<file path="src/rtl/etug_pkg.sv">
// Package: shared types for the early transmit underrun guard.
// Assumes: a command is decoded from two independent bits (on, off).
package etug_pkg;
    typedef enum logic [1:0] {
        CMD_KEEP    = 2'b00,
        CMD_OFF     = 2'b01,
        CMD_ON      = 2'b10,
        CMD_ILLEGAL = 2'b11
    } etug_cmd_e;
endpackage

</file>
<file path="src/rtl/etug_cmd_ctl.sv">
// Module: checking enable register driven by the on/off command pair.
// Assumes: cmd_wr qualifies cmd_on/cmd_off; illegal pair is ignored.
module etug_cmd_ctl
    import etug_pkg::*;
(
    input  logic clk,
    input  logic rst_n,
    input  logic cmd_wr,
    input  logic cmd_on,
    input  logic cmd_off,
    output logic check_on
);
    etug_cmd_e cmd;
    logic      check_q;

    // Form the command code from the two command bits.
    always_comb begin
        cmd = etug_cmd_e'({cmd_on, cmd_off});
    end

    // Update the enable state on legal on/off commands only.
    always_ff @(posedge clk) begin
        if (!rst_n) begin
            check_q <= 1'b0;
        end else if (cmd_wr) begin
            case (cmd)
                CMD_ON:  check_q <= 1'b1;
                CMD_OFF: check_q <= 1'b0;
                default: check_q <= check_q;
            endcase
        end
    end

    assign check_on = check_q;
endmodule

</file>
<file path="src/rtl/etug_addr_latch.sv">
// Module: holds the physical address of the latest host buffer write.
// Assumes: host_addr is already the memory address, not the bus address.
module etug_addr_latch #(
    parameter int ADDR_W = 16
) (
    input  logic              clk,
    input  logic              rst_n,
    input  logic              check_on,
    input  logic              host_wr,
    input  logic [ADDR_W-1:0] host_addr,
    output logic [ADDR_W-1:0] wr_mark
);
    logic [ADDR_W-1:0] mark_q;

    // Capture the write address only while checking is enabled.
    always_ff @(posedge clk) begin
        if (!rst_n) begin
            mark_q <= '0;
        end else if (host_wr && check_on) begin
            mark_q <= host_addr;
        end
    end

    assign wr_mark = mark_q;
endmodule

</file>
<file path="src/rtl/etug_cmp.sv">
// Module: combinational overtake detector for DMA packet-data reads.
// Assumes: unsigned addresses; a same-cycle host write is not yet visible.
module etug_cmp #(
    parameter int ADDR_W = 16
) (
    input  logic              check_on,
    input  logic              dma_rd,
    input  logic              dma_desc,
    input  logic [ADDR_W-1:0] dma_addr,
    input  logic [ADDR_W-1:0] wr_mark,
    output logic              trip
);
    logic pkt_rd;

    // Flag a packet read that runs past the latched write address.
    always_comb begin
        pkt_rd = dma_rd && !dma_desc;
        trip   = check_on && pkt_rd && (dma_addr > wr_mark);
    end
endmodule

</file>
<file path="src/rtl/etug_status.sv">
// Module: abort flag and the two sticky status bits.
// Assumes: a new trip wins over a same-cycle clear or acknowledge.
module etug_status #(
    parameter int N_STAT = 2
) (
    input  logic clk,
    input  logic rst_n,
    input  logic trip,
    input  logic fifo_clr,
    input  logic stat_ack,
    output logic abort,
    output logic [N_STAT-1:0] stat
);
    logic abort_q;

    // Hold the abort until the DMA reports a cleared FIFO.
    always_ff @(posedge clk) begin
        if (!rst_n) begin
            abort_q <= 1'b0;
        end else if (trip) begin
            abort_q <= 1'b1;
        end else if (fifo_clr) begin
            abort_q <= 1'b0;
        end
    end

    // One sticky bit per reported status, set together on a trip.
    for (genvar i = 0; i < N_STAT; i++) begin : g_stat
        always_ff @(posedge clk) begin
            if (!rst_n) begin
                stat[i] <= 1'b0;
            end else if (trip) begin
                stat[i] <= 1'b1;
            end else if (stat_ack) begin
                stat[i] <= 1'b0;
            end
        end
    end

    assign abort = abort_q;
endmodule

</file>
<file path="src/rtl/etx_underrun_guard.sv">
// Module: top of the early transmit buffer underrun guard.
// Assumes: all strobes are single-cycle and synchronous to clk.
module etx_underrun_guard #(
    parameter int ADDR_W = 16
) (
    input  logic              clk,
    input  logic              rst_n,
    input  logic              cmd_wr,
    input  logic              cmd_on,
    input  logic              cmd_off,
    input  logic              host_wr,
    input  logic [ADDR_W-1:0] host_addr,
    input  logic              dma_rd,
    input  logic              dma_desc,
    input  logic [ADDR_W-1:0] dma_addr,
    input  logic              fifo_clr,
    input  logic              stat_ack,
    output logic              check_on,
    output logic              abort,
    output logic              tx_under,
    output logic              int_err
);
    localparam int N_STAT = 2;

    logic [ADDR_W-1:0] wr_mark;
    logic              trip;
    logic [N_STAT-1:0] stat;

    etug_cmd_ctl u_cmd (
        .clk(clk), .rst_n(rst_n), .cmd_wr(cmd_wr),
        .cmd_on(cmd_on), .cmd_off(cmd_off), .check_on(check_on)
    );

    etug_addr_latch #(.ADDR_W(ADDR_W)) u_latch (
        .clk(clk), .rst_n(rst_n), .check_on(check_on),
        .host_wr(host_wr), .host_addr(host_addr), .wr_mark(wr_mark)
    );

    etug_cmp #(.ADDR_W(ADDR_W)) u_cmp (
        .check_on(check_on), .dma_rd(dma_rd), .dma_desc(dma_desc),
        .dma_addr(dma_addr), .wr_mark(wr_mark), .trip(trip)
    );

    etug_status #(.N_STAT(N_STAT)) u_stat (
        .clk(clk), .rst_n(rst_n), .trip(trip), .fifo_clr(fifo_clr),
        .stat_ack(stat_ack), .abort(abort), .stat(stat)
    );

    assign tx_under = stat[0];
    assign int_err  = stat[1];
endmodule

</file>
<file path="config.mk">
export PLATFORM = sky130hd
export DESIGN_NAME = etx_underrun_guard
export DESIGN_NICKNAME = d
export VERILOG_FILES = /design/src/rtl/etug_pkg.sv /design/src/rtl/etug_cmd_ctl.sv /design/src/rtl/etug_addr_latch.sv /design/src/rtl/etug_cmp.sv /design/src/rtl/etug_status.sv /design/src/rtl/etx_underrun_guard.sv
export SDC_FILE = /design/constraint.sdc
export NUM_CORES = 1
export LEC_CHECK = 0
export BUFFER_PORTS_ARGS = -buffer_cell sky130_fd_sc_hd__buf_2
export CORE_MARGIN = 4
export CORE_UTILIZATION = 51
export DETAILED_ROUTE_END_ITERATION = 6
export PLACE_DENSITY = 0.82
export SYNTH_ARGS = -nofsm -noshare
export SYNTH_HDL_FRONTEND = slang
export SYNTH_HIERARCHICAL = 1
export SYNTH_SLANG_ARGS = --single-unit
</file>
<file path="constraint.sdc">
create_clock -name clk -period 3.4 [get_ports clk]
set_clock_uncertainty 0.1 [all_clocks]
set_input_delay 0.51 -clock clk [delete_from_list [all_inputs] [get_ports clk]]
set_output_delay 0.51 -clock clk [all_outputs]
set_load 0.02 [all_outputs]
</file>
==> flow_summary.json <==
{
  "outcome": "finished, final reports clean",
  "path_cells": "buf_2",
  "synth_area_um2": 1241,
  "fin_hold_ws_ps": 341.7,
  "period_share": 0.5751,
  "dr.pass1.iters": 4,
  "powerDensity_nw_per_um2": 308.0,
  "syn_to_final_growth_pct": 17.64,
  "mostFrequentLayoutCell": "buf_2",
  "wl_per_cell_um": 13.30,
  "cts_buffer_depth": 2,
  "yosysWarnings": 6,
  "maxSlewViolCount": 0,
  "grt_max_degree": 36,
  "worstSetupStartpoint": "u_cmd/check_on$_SDFFE_PN0P_",
  "start_kind": "register",
  "synth_edf_count": 0,
  "critical-path-top-delay-family": "flip-flops",
  "p_leak_nw": 0.6362,
  "start_util": 0.5505,
  "dp_cells": 208,
  "numPortBuffers": 45,
  "num_antenna_cells": 0,
  "total_switching_power_uw": 129.9,
  "grt_pass1_vias": 1178,
  "grt_usage": 0.1872,
  "post_cts_buffers": 0,
  "ys_seq_area_frac": 0.3065,
  "power.internal_uw": 319.9,
  "finalNonFillerCells": 212,
  "die_area_um2": 3287,
  "rows": 17,
  "io_pins": 46,
  "synthCells": 144,
  "fmax_ghz": 0.5114,
  "routed_via_density": 5.349,
  "cp_max_fo": 20,
  "synth.net_count": 203,
  "maxSlewHeadroom": 0.5490,
  "vdd_drop_max_mv": 0.2839,
  "worstMarginPinSlew_ps": 675.6,
  "hp-class": "input port to register",
  "place.gp.congestion": 0.8373,
  "path_clk_slew_ps": 110,
  "drive_gt1_frac": 0.3533,
  "power.total_uw": 449.8,
  "htreeDepth": 1,
  "cts_resized": 0,
  "synth_top_flop_cell": "dfxtp_1",
  "cp.required_ps": 2790,
  "synth.ff_latch_count": 19,
  "r2r_start": "u_latch/wr_mark[10]$_SDFFE_PN0P_",
  "synth_cell_types": 29,
  "fillers": 210,
  "critPathKind": "register to primary output",
  "p_comb_frac": 0.216,
  "maxCapViolCount": 0,
  "critPathSlowestCell": "dfxtp_1",
  "die_height_um": 57.33,
  "synth_area_per_cell_um2": 8.619,
  "netSwitchingFraction": 0.2888,
  "cts_made_buffers": 3,
  "dieWidth_um": 57.33,
  "rsz0062_at_grt": "no",
  "p_clk_frac": 0.250,
  "fin_crit_ps": 1955,
  "holdBufCountCts": 0,
  "clockRootBuffer": "clkbuf_4",
  "worstPathBufferInverterCount": 1,
  "first_iter_violations": 31,
  "dr_total_vias": 1134,
  "drt_wl_total_um": 2819,
  "max_stage_delay_ps": 770,
  "dp_hpwl_um": 2305,
  "cts_tree": "done",
  "critPathArrivalTime_ps": 1350,
  "hold_violations": 0,
  "endpoint_kind": "primary output",
  "holdCritStartpoint": "host_addr[14]",
  "cts_sinks": 19,
  "drc_errors": 0,
  "setup_viol": 0,
  "post-route-util": 0.6476,
  "synthArstFlopShare": 0,
  "fin_setup_tns_ps": 0,
  "ant_nets": 0,
  "coreArea_um2": 2255,
  "mostFrequentLayoutCells": "buf_2, nand2_1, nand4_1",
  "grt_pass1_wl_um": 4871,
  "clock_latency_ps": 290,
  "nets": 244,
  "overflow": 0,
  "antenna_found_initial": 0,
  "power.share.sequential": 0.534
}
[path summary, 6_finish.rpt]
check / slack (ps) / to / cells past startpoint
setup / recovery: 1440 / check_on / 1
hold / removal: 340 / u_latch/wr_mark[14]$_SDFFE_PN0P_ / 3
setup reg to reg: 1450 / u_stat/abort$_SDFFE_PN0P_ / 8
hold reg to reg: 370 / u_latch/wr_mark[12]$_SDFFE_PN0P_ / 2
[power groups by stage]
stage / logic, mW / clock network [mW] / registers (mW)
3_3_place_gp: 0.0904 / 0 / 0.245
2_1_floorplan: 0.0652 / 0 / 0.242
4_1_cts: 0.0980 / 0.115 / 0.240
3_5_place_dp: 0.0975 / 0 / 0.245
5_1_grt: 0.111 / 0.125 / 0.242
6_report: 0.0971 / 0.112 / 0.240
[metrics by stage]
step                cell area [um2]  setup WS, ps
finish                         1460          1445
global route                   1460          1348
CTS                            1460          1436
detailed placement             1433          1196
global placement               1433          1303
floorplan                      1241          1453
[synth_stat cells (2+ instances only)]
cell type / number / area share
inv_1: 18 / 0.054
dfxtp_1: 19 / 0.31
o21ai_0: 6 / 0.024
o21a_1: 2 / 0.012
nor2b_4: 2 / 0.022
a21oi_1: 4 / 0.016
nand4_1: 20 / 0.10
ha_1: 17 / 0.17
nand2_1: 20 / 0.060
nor2b_1: 2 / 0.010
o21ai_2: 10 / 0.071
nand3_1: 2 / 0.0081
buf_2: 6 / 0.024
[flip-flops by register name, indices dropped and copies added (netlist names)]
signal,count
u_latch/wr_mark,16
u_cmd/check_on,1
u_stat/abort,1
u_stat/stat,1
[kinds of logic after synthesis]
logic type	count (synthesis)	share of synthesized area
AO/OA/AOI/OAI	30	0.1855
adder cells (fa/ha/maj)	17	0.1714
buffers and inverters	27	0.1099
flip-flops	19	0.3064
AND/OR/NAND/NOR	51	0.2268
[layout make-up]
class,instances,area [um2],share of cell area
clock buffers,3,22.52,0.01542
clock inverters,1,5.005,0.003428
inverters,18,67.56,0.04627
multi-input cells,98,724.4,0.4961
flip-flops and latches,19,380.4,0.2605
well taps,28,35.03,0.02399
repair buffers,45,225.2,0.1542
[routing by layer]
| layer | GRT usage | wire length [um] | part of all wire |
|---|---|---|---|
| met1 | 0.2198 | 1127 | 0.40 |
| met2 | 0.3312 | 1522 | 0.54 |
| met3 | 0.02941 | 122 | 0.043 |
| met4 | 0.08609 | 46 | 0.016 |
| met5 | 0 | 0 | 0 |
Note: power is estimated with default switching activity, not from simulation.
